===== config.mk =====
export PLATFORM = sky130hd
export DESIGN_NAME = sar_seq
export DESIGN_NICKNAME = d
export VERILOG_FILES = /design/src/rtl/sar_seq.sv
export SDC_FILE = /design/constraint.sdc
export NUM_CORES = 1
export LEC_CHECK = 0
export BUFFER_PORTS_ARGS = -buffer_cell sky130_fd_sc_hd__buf_4
export CAP_MARGIN = 20
export CELL_PAD_IN_SITES_DETAIL_PLACEMENT = 0
export CELL_PAD_IN_SITES_GLOBAL_PLACEMENT = 2
export CORE_ASPECT_RATIO = 1.2
export CORE_MARGIN = 4
export CORE_UTILIZATION = 34
export DETAILED_ROUTE_END_ITERATION = 8
export HOLD_SLACK_MARGIN = 0.03
export PLACE_DENSITY_LB_ADDON = 0.2
export SYNTH_ARGS = -nofsm -noshare
export SYNTH_HDL_FRONTEND = slang
export SYNTH_SLANG_ARGS = --single-unit
export TNS_END_PERCENT = 20

===== constraint.sdc =====
create_clock -name clk -period 2.4 [get_ports clk]
set_clock_uncertainty 0.05 [all_clocks]
set_input_delay 0.24 -clock clk [delete_from_list [all_inputs] [get_ports clk]]
set_output_delay 0.24 -clock clk [all_outputs]
set_load 0.005 [all_outputs]

===== src/rtl/sar_seq.sv =====
module sar_seq #(
  parameter int WIDTH = 12,
  parameter int STEP_CYCLES = 1,
  parameter logic [WIDTH-1:0] ABORT_CODE = 'hFE0
) (
  input  logic             clk,
  input  logic             rst_n,
  input  logic             cs_n,
  input  logic             convst,
  input  logic             cmp,
  output logic             busy,
  output logic             sample,
  output logic [WIDTH-1:0] result,
  output logic             result_valid
);
  localparam int IW = $clog2(WIDTH);
  localparam int SW = $clog2(STEP_CYCLES) + 1;
  localparam int CONV_CYCLES = WIDTH * STEP_CYCLES;
  localparam int BW = $clog2(CONV_CYCLES + 2) + 1;

  typedef enum logic [1:0] {IDLE, SAMP, CONV} st_t;
  st_t st;

  logic cs_q, cv_q;
  logic [WIDTH-1:0] acc;
  logic [IW-1:0] idx;
  logic [SW-1:0] cnt;

  wire cs_fall = cs_q & ~cs_n;
  wire cv_rise = convst & ~cv_q;
  wire cv_fall = cv_q & ~convst;
  wire samp_go = (cv_rise & ~cs_n) | (cs_fall & convst);
  wire conv_go = (cv_fall & ~cs_n) | (cs_fall & ~convst);
  wire abort   = cs_fall & convst;
  wire step_end = (cnt == SW'(STEP_CYCLES - 1));

  assign busy   = (st == CONV);
  assign sample = (st == SAMP);

  always_ff @(posedge clk) begin
    if (!rst_n) begin
      st <= IDLE;
      cs_q <= 1'b1;
      cv_q <= 1'b0;
      acc <= '0;
      idx <= '0;
      cnt <= '0;
      result <= '0;
      result_valid <= 1'b0;
    end else begin
      cs_q <= cs_n;
      cv_q <= convst;
      result_valid <= 1'b0;
      case (st)
        IDLE: if (samp_go) st <= SAMP;
        SAMP: if (conv_go) begin
          st  <= CONV;
          acc <= {1'b1, {(WIDTH-1){1'b0}}};
          idx <= IW'(WIDTH - 1);
          cnt <= '0;
        end
        CONV: begin
          if (abort) begin
            st <= IDLE;
            result <= ABORT_CODE;
            result_valid <= 1'b1;
          end else if (step_end) begin
            cnt <= '0;
            acc[idx] <= cmp;
            if (idx == '0) begin
              result <= {acc[WIDTH-1:1], cmp};
              result_valid <= 1'b1;
              st <= (~cs_n & convst) ? SAMP : IDLE;
            end else begin
              acc[idx - IW'(1)] <= 1'b1;
              idx <= idx - IW'(1);
            end
          end else begin
            cnt <= cnt + SW'(1);
          end
        end
        default: st <= IDLE;
      endcase
    end
  end

  logic [BW-1:0] busy_len;
  always_ff @(posedge clk) begin
    if (!rst_n) busy_len <= '0;
    else if (busy) busy_len <= busy_len + BW'(1);
    else busy_len <= '0;
  end

  AST_ABORT_MARKER: assert property (@(posedge clk) disable iff (!rst_n)
    (busy && cs_fall && convst) |=> (result == ABORT_CODE && result_valid && !busy));
  AST_RESULT_HELD: assert property (@(posedge clk) disable iff (!rst_n)
    1'b1 |=> (result_valid || $stable(result)));
  AST_VALID_PULSE: assert property (@(posedge clk) disable iff (!rst_n)
    result_valid |=> !result_valid);
  AST_START_BUSY: assert property (@(posedge clk) disable iff (!rst_n)
    (sample && conv_go) |=> (busy && !sample));
  AST_BUSY_BOUND: assert property (@(posedge clk) disable iff (!rst_n)
    busy_len <= BW'(CONV_CYCLES));
  AST_IDLE_HOLD: assert property (@(posedge clk) disable iff (!rst_n)
    (!busy && !sample && !samp_go) |=> (!busy && !sample));
endmodule


== Word level (Yosys, flattened, before mapping) ==
Cells that the tools add are included.
W data, S select, Z words.

* Output and inout bits: 15
* Logic and storage cells: 82
* Register bits after elaboration: 34
* Input port bits: 5

* Magnitude comparators: 4
* Bitwise gates (word level): 14
* Add/sub/neg operators: 2
* Muxes and demuxes: 32
* Equal/unequal tests: 10
* Reduce and logical (&&, ||, !) cells: 12

{| class="wikitable"
|+ Operators with widths
! operator !! count
|-
| $mux W12 || 7
|-
| $pmux W12 S2 || 1
|-
| $mux W4 || 4
|-
| $bwmux W12 || 1
|-
| $or A12 B12 Y12 || 1
|-
| $lt A4 B5 Y1 const B || 2
|-
| $mux W2 || 5
|-
| $mux W1 || 9
|-
| $and A1 B1 Y1 || 8
|-
| $demux W1 S4 || 2
|-
| $ge A4 B1 Y1 const B || 2
|-
| $ne A2 B2 Y1 const B || 4
|-
| $pmux W4 S2 || 1
|-
| $reduce_and A4 Y1 || 2
|-
| $pmux W2 S3 || 1
|-
| $reduce_and A3 Y1 || 2
|-
| $reduce_and A5 Y1 || 1
|-
| $logic_not A4 Y1 || 1
|-
| $ne A2 B1 Y1 const B || 2
|-
| $reduce_bool A2 Y1 || 2
|-
| $sub A4 B1 Y4 const B || 1
|-
| $ne A3 B1 Y1 const B || 1
|-
| $ne A3 B2 Y1 const B || 1
|-
| $not A1 Y1 || 3
|-
| 8 further kinds || 10
|}

== Logic depth before layout (Yosys ltp) ==
* Depth after elaboration: 10
* Gate-level depth with buffers: 8
* Gate-level depth less buffers: 7

== Worst setup path after synthesis ==
OpenSTA, ideal clock, no wires.

* Path kind: register -> register
* From: reg st[0]
* To: reg st[0]
* Slack: 0.589 ns
* Path buffers: 0
* Stages on the path, launching flop included: 8
* Period minus slack after synthesis: 1.811 ns
* Arrival: 1.690 ns
* Cell sequence: dfxtp_1 -> inv_1 -> ha_1 -> or2_2 -> o32ai_1 -> a21oi_1 -> or4_1 -> a21oi_1

* Word-level cells in the longest chain between the ends: 3
* Elaborated cells on any way between the ends: 9
* Those cells by class: eq/ne (6); mux (1); reduce/logical (2)

{| class="wikitable"
|+ Ends and longest elaborated chain
! element !! RTL line !! text
|-
| start, declared || 22 || <nowiki>st_t st;</nowiki>
|-
| start signal, assigned || 73 || <nowiki>st <= (~cs_n & convst) ? SAMP : IDLE;</nowiki>
|-
| $eq A2 B2 Y1, or another cell as far along || 54 || <nowiki>case (st)</nowiki>
|-
| $ne A3 B1 Y1 (no line), or another cell as far along || n/a ||
|-
| $reduce_and A4 Y1 (no line) || n/a ||
|}

Several ways; a longest one is shown, not always the timed one.
A chain may end at the register's enable or synchronous reset.

== Final worst setup path ==
* From: reg idx[0]
* To: reg idx[0]

* Word-level cells in the longest chain between the ends: 5
* Elaborated cells on any way between the ends: 8
* Those cells by class: add/sub (1); eq/ne (1); mux (4); reduce/logical (2)

{| class="wikitable"
|+ Ends and longest elaborated chain
! element !! RTL line !! text
|-
| start, declared || 26 || <nowiki>logic [IW-1:0] idx;</nowiki>
|-
| start signal, assigned || 59 || <nowiki>idx <= IW'(WIDTH - 1);</nowiki>
|-
| start signal, assigned || 76 || <nowiki>idx <= idx - IW'(1);</nowiki>
|-
| $sub A4 B1 Y4 || 76 ||
|-
| $mux W4 || 70 || <nowiki>if (idx == '0) begin</nowiki>
|-
| $mux W4 || 67 || <nowiki>end else if (step_end) begin</nowiki>
|-
| $mux W4 || 63 || <nowiki>if (abort) begin</nowiki>
|-
| $pmux W4 S2 || 54 ||
|}

Several ways; a longest one is shown, not always the timed one. The select of a mux whose other input is x is not followed.

==> impl_metrics.env <==
export IMPL_cts_repair_resized=0
export IMPL_num_rows=28
export IMPL_clk_pin_slew_worst_paths_ns=0.07
export IMPL_multi_input_area_um2=1040
export IMPL_drc=0
export IMPL_highest_layer="met4"
export IMPL_antenna_cells=0
export IMPL_synth_ff_type="dfxtp_1"
export IMPL_initial_core_util_pct=35.5
export IMPL_drt_initial_drc_count=127
export IMPL_min_path_type="input pin to flip-flop"
export IMPL_postRouteAntennaNets=0
export IMPL_port_buffers=19
export IMPL_final_common_cell="dfxtp_1"
export IMPL_postSynthCellCount=226
export IMPL_wl_met3_um=155
export IMPL_numCtsBuffers=5
export IMPL_fp_dieArea_um2=6460
export IMPL_peakVddDrop_v=0.000342
export IMPL_worst_pin_slew_ns=1.03
export IMPL_r2r_cells=6
export IMPL_nets=265
export IMPL_synth_async_reset_ratio_pct=0
export IMPL_grt_antenna_before_repair=0
export IMPL_syn_to_final_growth_pct=20.3
export IMPL_grt_max_degree=20
export IMPL_path_delay_family="simple AND/OR/NAND/NOR gates"
export IMPL_m1WireLength_um=2300
export IMPL_setup_viol=0
export IMPL_setup_tns_ns=0
export IMPL_synth_area_um2=1780
export IMPL_overflow=0
export IMPL_die_x_um=74.0
export IMPL_rsz0062_at_grt="no"
export IMPL_gp_congestion=0.842
export IMPL_cp_cell_sequence="inv_1 > ha_1 > a21oi_2 > nor2_1 > nor2_1 > o211a_1"
export IMPL_power_total_mw=1.87
export IMPL_fmax_mhz=472
export IMPL_arrival_ns=2.25
export IMPL_cts_sink_count=32
export IMPL_hpwl_um=3800
export IMPL_synth_cell_types=46
export IMPL_critPathMaxStageDelay_ns=0.78
export IMPL_setup_worst_path_class="flip-flop to flip-flop"
export IMPL_synth_area_per_cell_um2=7.87
export IMPL_crit_cells=6
export IMPL_wl_per_cell_um=16.6
export IMPL_io_pins=20
export IMPL_ys_ff_latch=32
export IMPL_critical_path_slowest_cell="nor2_1"
export IMPL_grt_usage_pct=17.7
export IMPL_root_buffer="clkbuf_8"
export IMPL_slew_headroom_pct=31.2
export IMPL_cts_path_max_buffers=2
export IMPL_drive_gt1_share_pct=17.5
export IMPL_ys_warn_count=0
export IMPL_fin_crit_ns=2.12
export IMPL_min_period_over_period_pct=88.3
export IMPL_p_leak_nw=0.842
export IMPL_final_cell_mix="32 x dfxtp_1, 29 x buf_4, 22 x nand2_1"
export IMPL_holdPathStages=3
export IMPL_drv_cap=0
export IMPL_fillerInstances=535
export IMPL_status="finished, final reports clean"
export IMPL_clock_latency_ns=0.29
export IMPL_p_per_area_nw_per_um2=875
export IMPL_slew_viol_final=0
export IMPL_wl_um=5180
export IMPL_crit_path_start_kind="flip-flop"
export IMPL_yosysSeqAreaShare_pct=36.0
export IMPL_coreArea_um2=5010
export IMPL_cts_tree="built"
export IMPL_cpMostUsedCell="nor2_1"
export IMPL_htreeDepth=2
export IMPL_regArea_um2=641
export IMPL_cp_required_ns=2.53
export IMPL_path_max_fanout=13
export IMPL_syn_nets=240
export IMPL_post_cts_setup_buffers=0
export IMPL_worst_path_buf_inv=1
export IMPL_synth_edf_count=0
export IMPL_viasPerCell=5.53
export IMPL_endpoint_kind="flip-flop"
export IMPL_vias=1724
export IMPL_dr_pass1_iters=4
export IMPL_die_h_um=87.2
export IMPL_wl_met2_um=2630
export IMPL_hold_violations=0
export IMPL_holdBufCountCts=0
export IMPL_grt_pass1_vias=1682
export IMPL_grt_pass1_wl_um=8700
[worst paths after layout]
check | endpoint | start | slack, ns
min | cs_q | cs_n | 0.15
max | idx[0] | idx[0] | 0.28
max reg2reg | idx[0] | idx[0] | 0.28
min reg2reg | result[1] | result[1] | 0.40
[registers in the layout, summed over array words and instances, names as in the netlist]
register      flops
acc              11
cs_q              1
cv_q              1
idx               4
result           12
result_valid      1
st                2
[per-layer routing]
layer / vias to the layer above / GRT usage (%)
li1: 873 / -
met1: 814 / 21.8
met2: 29 / 30.6
met3: 8 / 3.58
met4: 0 / 5.44
met5: - / 0
[cell families after synthesis]
kind of cell / synth area share, %
buffers and inverters: 5.63
AOI/OAI and AO/OA: 26.7
DFF: 36.0
and+or+nand+nor: 24.7
muxes: 0.563
adders and majority gates: 6.33
[layout make-up]
cell class,instances,area share [%]
multi-input cells,168,48.5
flip-flops and latches,32,30.0
repair buffers,29,10.2
well taps,60,3.51
clock buffers,5,3.22
inverters,15,2.63
clock inverters,3,1.99
[worst register-to-register path: cells and delay by family (launching register included)]
family	cells	cell delay, ns
AND/OR/NAND/NOR	2	0.94
flip-flops	1	0.39
AO/OA/AOI/OAI	2	0.31
adder cells (fa/ha/maj)	1	0.19
buffers and inverters	1	0.14
[where the power goes]
| group | switching (mW) | leakage (nW) | total (mW) | internal, mW |
|---|---|---|---|---|
| Combinational | 0.427 | 0.528 | 0.712 | 0.285 |
| Clock | 0.215 | 0.0541 | 0.522 | 0.307 |
| Sequential | 0.0505 | 0.259 | 0.637 | 0.587 |
[through the flow]
step | instance area, um2 | setup WS, ns | hold WS (ns) | utilization, % | std cells
2_1_floorplan | 1780 | 0.589 | 0.299 | - | 226
3_3_place_gp | 2030 | 0.323 | 0.392 | 40.5 | 304
3_5_place_dp | 2030 | 0.303 | 0.398 | 40.5 | 304
4_1_cts | 2140 | 0.283 | 0.150 | 42.7 | 312
5_1_grt | 2140 | 0.0562 | 0.163 | 42.7 | 312
6_report | 2140 | 0.282 | 0.148 | 42.7 | 312
[Yosys cell counts, types with 2 or more instances]
cell	instances	area, um2
a21oi_1	16	80.1
nor2b_1	4	25.0
nor3_1	10	50.1
o211a_1	2	20.0
o32ai_1	2	17.5
and3_1	2	12.5
nor2_1	21	78.8
buf_2	2	10.0
or2_2	2	12.5
inv_1	15	56.3
nand4_1	6	37.5
o21ai_1	2	10.0
dfxtp_1	32	641
nor4_1	2	12.5
nand2_1	22	82.6
o22ai_1	6	37.5
ha_1	9	113
o41ai_1	2	17.5
a32oi_1	3	26.3
o21a_1	3	22.5
o21ai_0	8	40.0
nand2b_1	2	12.5
o2bb2ai_1	6	52.6
nor3b_1	3	22.5
o211ai_1	4	30.0
a31oi_1	5	31.3
clkbuf_1	8	30.0
nand3_1	9	45.0
(Power assumes the default switching activity.)
